## config.mk

```make
export PLATFORM = sky130hd
export DESIGN_NAME = sumring_producer
export DESIGN_NICKNAME = d
export VERILOG_FILES = /design/src/rtl/sumring_pkg.sv /design/src/rtl/sumring_regs.sv /design/src/rtl/sumring_index.sv /design/src/rtl/sumring_writer.sv /design/src/rtl/sumring_producer.sv
export SDC_FILE = /design/constraint.sdc
export NUM_CORES = 1
export LEC_CHECK = 0
export BUFFER_PORTS_ARGS = -buffer_cell sky130_fd_sc_hd__buf_2
export CORE_ASPECT_RATIO = 0.9
export CORE_UTILIZATION = 51
export DETAILED_ROUTE_END_ITERATION = 7
export GPL_ROUTABILITY_DRIVEN = 0
export PLACE_DENSITY = 0.92
export SYNTH_ARGS = -nofsm -noshare
export SYNTH_HDL_FRONTEND = slang
export SYNTH_SLANG_ARGS = --single-unit
```

## constraint.sdc

```tcl
create_clock -name clk_i -period 3.8 [get_ports clk_i]
set_clock_uncertainty 0.2 [all_clocks]
set_input_delay 0.76 -clock clk_i [delete_from_list [all_inputs] [get_ports clk_i]]
set_output_delay 0.76 -clock clk_i [all_outputs]
set_load 0.02 [all_outputs]
```

## src/rtl/sumring_pkg.sv

```systemverilog
package sumring_pkg;
  localparam int WORD_W      = 32;
  localparam int WORD_BYTES  = 4;
  localparam int ENTRY_WORDS = 2;
  localparam int PKT_LEN_W   = 16;
  localparam int CSUM_W      = 16;
  localparam int CIRC_W      = 12;
  localparam int WSEL_W      = $clog2(ENTRY_WORDS);
  localparam int BYTE_SHIFT  = $clog2(WORD_BYTES);
  localparam int ENTRY_SHIFT = $clog2(ENTRY_WORDS * WORD_BYTES);

  typedef struct packed {
    logic [CSUM_W-1:0]    csum;
    logic [PKT_LEN_W-1:0] plen;
    logic [CIRC_W-1:0]    circ;
  } summary_t;

  typedef enum logic [1:0] {
    REG_BASE = 2'd0,
    REG_LEN  = 2'd1,
    REG_CONS = 2'd2
  } reg_sel_e;

  typedef enum logic {
    WR_IDLE = 1'b0,
    WR_BUSY = 1'b1
  } wr_state_e;

  // ownership word is the highest-numbered word, so it goes out last
  function automatic logic [WORD_W-1:0] entry_word(summary_t s, logic own,
                                                   logic [WSEL_W-1:0] w);
    if (w == '0) return {s.csum, s.plen};
    return {own, {(WORD_W-1-CIRC_W){1'b0}}, s.circ};
  endfunction
endpackage

```

## src/rtl/sumring_regs.sv

```systemverilog
module sumring_regs
  import sumring_pkg::*;
#(
  parameter int ADDR_W  = 32,
  parameter int IDX_W   = 4,
  parameter int LEN_RST = 4,
  localparam int LEN_W  = IDX_W + 1
) (
  input  logic              clk_i,
  input  logic              rst_ni,
  input  logic              reg_we_i,
  input  logic [1:0]        reg_addr_i,
  input  logic [31:0]       reg_wdata_i,
  output logic [ADDR_W-1:0] base_o,
  output logic [LEN_W-1:0]  eff_len_o,
  output logic [IDX_W-1:0]  cons_o,
  output logic              reinit_o
);
  localparam int MAX_LEN = 1 << IDX_W;

  function automatic logic [LEN_W-1:0] clamp_len(logic [31:0] v);
    if (v < 32'd2) return LEN_W'(2);
    if (v > 32'(MAX_LEN)) return LEN_W'(MAX_LEN);
    return v[LEN_W-1:0];
  endfunction

  logic [ADDR_W-1:0] base_q;
  logic [LEN_W-1:0]  len_q;
  logic [IDX_W-1:0]  cons_q;

  always_ff @(posedge clk_i or negedge rst_ni) begin
    if (!rst_ni) begin
      base_q <= '0;
      len_q  <= clamp_len(32'(LEN_RST));
      cons_q <= '0;
    end else if (reg_we_i) begin
      case (reg_addr_i)
        REG_BASE: base_q <= {reg_wdata_i[ADDR_W-1:ENTRY_SHIFT], {ENTRY_SHIFT{1'b0}}};
        REG_LEN: begin
          len_q  <= clamp_len(reg_wdata_i);
          cons_q <= '0;
        end
        REG_CONS: cons_q <= reg_wdata_i[IDX_W-1:0];
        default: ;
      endcase
    end
  end

  assign base_o    = base_q;
  assign eff_len_o = len_q;
  assign cons_o    = cons_q;
  assign reinit_o  = reg_we_i && (reg_addr_i == REG_LEN);
endmodule

```

## src/rtl/sumring_index.sv

```systemverilog
module sumring_index #(
  parameter int IDX_W  = 4,
  localparam int LEN_W = IDX_W + 1
) (
  input  logic             clk_i,
  input  logic             rst_ni,
  input  logic             reinit_i,
  input  logic             adv_i,
  input  logic [LEN_W-1:0] eff_len_i,
  input  logic [IDX_W-1:0] cons_i,
  output logic [IDX_W-1:0] prod_o,
  output logic             phase_o,
  output logic             full_o
);
  logic [IDX_W-1:0] prod_q, prod_nxt;
  logic             phase_q, at_end;

  assign at_end   = ({1'b0, prod_q} == (eff_len_i - 1'b1));
  assign prod_nxt = at_end ? '0 : prod_q + 1'b1;
  assign full_o   = (prod_nxt == cons_i);

  always_ff @(posedge clk_i or negedge rst_ni) begin
    if (!rst_ni) begin
      prod_q  <= '0;
      phase_q <= 1'b1;
    end else if (reinit_i) begin
      prod_q  <= '0;
      phase_q <= 1'b1;
    end else if (adv_i) begin
      prod_q <= prod_nxt;
      if (at_end) phase_q <= ~phase_q;
    end
  end

  assign prod_o  = prod_q;
  assign phase_o = phase_q;
endmodule

```

## src/rtl/sumring_writer.sv

```systemverilog
module sumring_writer
  import sumring_pkg::*;
#(
  parameter int ADDR_W = 32,
  parameter int IDX_W  = 4
) (
  input  logic              clk_i,
  input  logic              rst_ni,
  input  logic              sum_valid_i,
  input  summary_t          sum_i,
  output logic              sum_ready_o,
  input  logic              full_i,
  input  logic [ADDR_W-1:0] base_i,
  input  logic [IDX_W-1:0]  prod_i,
  input  logic              phase_i,
  output logic              mem_req_o,
  output logic [ADDR_W-1:0] mem_addr_o,
  output logic [WORD_W-1:0] mem_data_o,
  input  logic              mem_ack_i,
  output logic              adv_o,
  output logic              last_word_o
);
  localparam int OFFS_W = IDX_W + WSEL_W;

  wr_state_e         state_q;
  logic [WSEL_W-1:0] wsel_q;
  summary_t          sum_q;
  logic [WORD_W-1:0] words [ENTRY_WORDS];
  logic [OFFS_W-1:0] offs;
  logic              accept, last_word;

  assign sum_ready_o = (state_q == WR_IDLE) && !full_i;
  assign accept      = sum_valid_i && sum_ready_o;
  assign last_word   = (wsel_q == WSEL_W'(ENTRY_WORDS - 1));

  always_ff @(posedge clk_i or negedge rst_ni) begin
    if (!rst_ni) begin
      state_q <= WR_IDLE;
      wsel_q  <= '0;
      sum_q   <= '0;
    end else begin
      case (state_q)
        WR_IDLE: if (accept) begin
          sum_q   <= sum_i;
          wsel_q  <= '0;
          state_q <= WR_BUSY;
        end
        WR_BUSY: if (mem_ack_i) begin
          if (last_word) state_q <= WR_IDLE;
          else           wsel_q  <= wsel_q + 1'b1;
        end
        default: state_q <= WR_IDLE;
      endcase
    end
  end

  for (genvar g = 0; g < ENTRY_WORDS; g++) begin : g_word
    assign words[g] = entry_word(sum_q, phase_i, WSEL_W'(g));
  end

  assign offs        = {prod_i, wsel_q};
  assign mem_req_o   = (state_q == WR_BUSY);
  assign mem_addr_o  = base_i + (ADDR_W'(offs) << BYTE_SHIFT);
  assign mem_data_o  = words[wsel_q];
  assign adv_o       = mem_req_o && mem_ack_i && last_word;
  assign last_word_o = last_word;
endmodule

```

## src/rtl/sumring_producer.sv

```systemverilog
module sumring_producer
  import sumring_pkg::*;
#(
  parameter int ADDR_W  = 32,
  parameter int IDX_W   = 4,
  parameter int LEN_RST = 4
) (
  input  logic              clk_i,
  input  logic              rst_ni,
  input  logic              sum_valid_i,
  output logic              sum_ready_o,
  input  logic [15:0]       sum_len_i,
  input  logic [11:0]       sum_circ_i,
  input  logic [15:0]       sum_csum_i,
  output logic              mem_req_o,
  output logic [ADDR_W-1:0] mem_addr_o,
  output logic [31:0]       mem_data_o,
  input  logic              mem_ack_i,
  input  logic              reg_we_i,
  input  logic [1:0]        reg_addr_i,
  input  logic [31:0]       reg_wdata_i,
  output logic [IDX_W-1:0]  prod_idx_o
);
  localparam int LEN_W = IDX_W + 1;

  logic [ADDR_W-1:0] base_w;
  logic [LEN_W-1:0]  eff_len_w;
  logic [IDX_W-1:0]  cons_w, prod_w;
  logic              reinit_w, adv_w, phase_w, full_w, last_word_w;
  summary_t          sum_w;

  assign sum_w = '{csum: sum_csum_i, plen: sum_len_i, circ: sum_circ_i};

  sumring_regs #(.ADDR_W(ADDR_W), .IDX_W(IDX_W), .LEN_RST(LEN_RST)) u_regs (
    .clk_i, .rst_ni, .reg_we_i, .reg_addr_i, .reg_wdata_i,
    .base_o(base_w), .eff_len_o(eff_len_w), .cons_o(cons_w), .reinit_o(reinit_w)
  );

  sumring_index #(.IDX_W(IDX_W)) u_index (
    .clk_i, .rst_ni, .reinit_i(reinit_w), .adv_i(adv_w),
    .eff_len_i(eff_len_w), .cons_i(cons_w),
    .prod_o(prod_w), .phase_o(phase_w), .full_o(full_w)
  );

  sumring_writer #(.ADDR_W(ADDR_W), .IDX_W(IDX_W)) u_writer (
    .clk_i, .rst_ni, .sum_valid_i, .sum_i(sum_w), .sum_ready_o,
    .full_i(full_w), .base_i(base_w), .prod_i(prod_w), .phase_i(phase_w),
    .mem_req_o, .mem_addr_o, .mem_data_o, .mem_ack_i,
    .adv_o(adv_w), .last_word_o(last_word_w)
  );

  assign prod_idx_o = prod_w;
endmodule

```

==> flow_metrics.env <==
export IMPL_status="completed"
export IMPL_drc=0
export IMPL_post_cts_setup_buffer_count=0
export IMPL_grt_pass1_wl_um=17200
export IMPL_detail_route_antenna_nets=0
export IMPL_cts_sinks=89
export IMPL_crit_family="simple AND/OR/NAND/NOR gates"
export IMPL_synthToLayoutAreaGrowth_pct=22.5
export IMPL_syn_instance_count=411
export IMPL_cp_max_fo=6
export IMPL_io_pins=153
export IMPL_p_sw_share_pct=38.4
export IMPL_synth_seq_cells=89
export IMPL_numCtsBuffers=9
export IMPL_track_usage_pct=23.3
export IMPL_cts_htree_levels=3
export IMPL_yosysTopAreaCell="dfrtp_1"
export IMPL_dieArea_sq_um=9620
export IMPL_first_pass_iters=4
export IMPL_synthArstFlopShare_pct=100
export IMPL_grt_antenna_before_repair=0
export IMPL_io_buffers=150
export IMPL_clock_path_buffers=2
export IMPL_crit_arrival_ns=2.62
export IMPL_rows=32
export IMPL_switching_power_mw=1.59
export IMPL_synth_seq_area_share_pct=47.4
export IMPL_synthTopCellsByArea="dfrtp_1, mux2_2, xnor2_1, xor2_1, nor2b_1"
export IMPL_cts_resized=0
export IMPL_p_per_area_nw_per_um2=718
export IMPL_worstHoldStart="u_writer.sum_q[25]"
export IMPL_rsz0062_at_grt="true"
export IMPL_die_w_um=103
export IMPL_min_period_ns=3.58
export IMPL_drt_initial_drc_count=131
export IMPL_fin_nets=654
export IMPL_cts_root_buf="clkbuf_8"
export IMPL_synth_avg_cell_area_sq_um=11.5
export IMPL_die_h_um=93.1
export IMPL_slowest_delay_ns=0.45
export IMPL_wl_um=10300
export IMPL_critPathKind="reg -> out"
export IMPL_place_ws_ns=0.538
export IMPL_crit_cells=7
export IMPL_clockPowerShare_pct=17.0
export IMPL_final_core_util_pct=65.8
export IMPL_path_cells="and4_1, and4_1, and3_1, o2111ai_1, nor3_1, xor2_1, buf_2"
export IMPL_num_vias=3553
export IMPL_tightest_slew_ns=1.09
export IMPL_cp_start_kind="register"
export IMPL_path_clk_slew_ns=0.08
export IMPL_whs_ns=0.298
export IMPL_layout_common_cells="buf_2, dfrtp_1, mux2_2"
export IMPL_final_area_sq_um=5770
export IMPL_dp_cells=669
export IMPL_yosys_warnings=0
export IMPL_seq_power_share_pct=37.0
export IMPL_r2r_setup_slack_ns=0.57
export IMPL_final_common_cell="buf_2"
export IMPL_grt_pass1_vias=3646
export IMPL_place_area_sq_um=5540
export IMPL_p_leak_nw=2.70
export IMPL_fmax_mhz=279
export IMPL_cell_internal_pwr_mw=2.55
export IMPL_crit_buf_inv=1
export IMPL_crit_top_cell="and4_1"
export IMPL_slowest_stage="dfrtp_1"
export IMPL_endpoint_kind="output port"
export IMPL_hold_buffers=0
export IMPL_diodes=0
export IMPL_final_cells=685
export IMPL_min_path_type="reg -> reg"
export IMPL_cp_data_required_time_ns=2.84
export IMPL_hpwl_um=7880
export IMPL_vias_per_cell=5.19
export IMPL_vdd_drop_max_v=0.000411
export IMPL_worst_slack_ns=0.219
export IMPL_r2r_start="u_regs.eff_len_o[0]"
export IMPL_synth_edf_count=0
export IMPL_core_area_sq_um=8770
export IMPL_clock_latency_ns=0.34
export IMPL_rr_worst_depth=9
export IMPL_crit_start="u_regs.base_o[8]"
export IMPL_wire_per_inst_um=15.1
export IMPL_cap_violations=0
export IMPL_cp_endpoint="mem_addr_o[26]"
export IMPL_synth_area_sq_um=4710
export IMPL_initial_core_util_pct=53.7
export IMPL_slew_viol_final=0
export IMPL_ys_types=46
export IMPL_cts_tree="built"
export IMPL_ys_flop_type="dfrtp_1"
export IMPL_layout_drive_gt1_share_pct=45.8
export IMPL_worstReg2RegEnd="u_writer.sum_q[27]"
export IMPL_synth_top_area_share_pct=46.3
export IMPL_final_hold_viol_count=0
export IMPL_comb_power_share_pct=46.0
export IMPL_maxSlewHeadroom_pct=27.2
export IMPL_post_route_period_util_pct=94.2
export IMPL_grt_max_degree=90
export IMPL_setup_viol=0
export IMPL_overflow=0
power by group through the flow:
stage	Clock, mW	Sequential, mW	Combinational (mW)
final	0.703	1.53	1.91
after global routing	0.765	1.58	2.07
after CTS	0.726	1.53	1.93
after detailed placement	0	1.55	1.93
after global placement	0	1.51	1.87
after floorplan	0	1.46	1.46
worst min path at each step:
stage / depth (start not counted) / endpoint
global placement: 1 / u_writer.sum_q[25]
detailed placement: 1 / u_writer.sum_q[25]
floorplan: 0 / u_index.prod_o[0]
global route: 1 / u_writer.sum_q[33]
finish: 1 / u_writer.sum_q[25]
CTS: 1 / u_writer.sum_q[25]
cell usage after synthesis (2+ instances only):
cell type and count:
buf_6 4, nand2_1 28, nor2_1 25, nor4_1 6, clkbuf_1 9, a21o_1 3, xnor2_1 20, and3_1 2
nand3b_1 2, nor3_1 10, nor2b_1 23, xor2_1 17, dfrtp_1 87, dfstp_2 2, a22o_1 3, nor3b_1 2
and2_1 3, mux2_2 81, and4_1 2, inv_1 16, nand3_1 11, mux2_1 5, buf_4 4, ha_1 9
o21ai_0 9, nand4_1 3, a21oi_1 6
area by class of cell:
type	count	area [sq um]
timing repair buffer	155	791
fill	697	3000
clock buffer	10	128
clock inverter	6	90.1
inverter	16	60.1
tap	119	149
sequential	89	2230
multi-input combinational	290	2320
registers in the layout, summed over array words and instances, names as in the netlist:
register and count:
u_regs.base_o 29, u_regs.cons_o 4, u_regs.eff_len_o 5, u_index.prod_o 4, u_index.phase_o 1, u_writer.mem_req_o 1, u_writer.sum_q 44, u_writer.last_word_o 1
layer usage:
layer / vias to the layer above / global-route usage (%) / routed length [um]
li1: 1712 / - / -
met1: 1722 / 27.4 / 4290
met2: 102 / 41.7 / 5460
met3: 17 / 4.71 / 390
met4: 0 / 8.33 / 208
met5: - / 0 / 0
through the flow:
| stage | total power, mW | setup TNS [ns] |
|---|---|---|
| final | 4.14 | 0 |
| after CTS | 4.19 | 0 |
| after floorplan | 2.93 | 0 |
| after global routing | 4.42 | -0.00186 |
| after global placement | 3.38 | 0 |
| after detailed placement | 3.48 | 0 |
kinds of logic after synthesis:
group,synth area share (%)
AND/OR/NAND/NOR,13.6
flip-flops,47.4
multiplexers,20.8
XOR/XNOR,6.88
buffers and inverters,3.59
AO/OA/AOI/OAI,4.89
adder cells (fa/ha/maj),2.82
other,0.0797
Note: power is estimated with default switching activity, not from simulation.
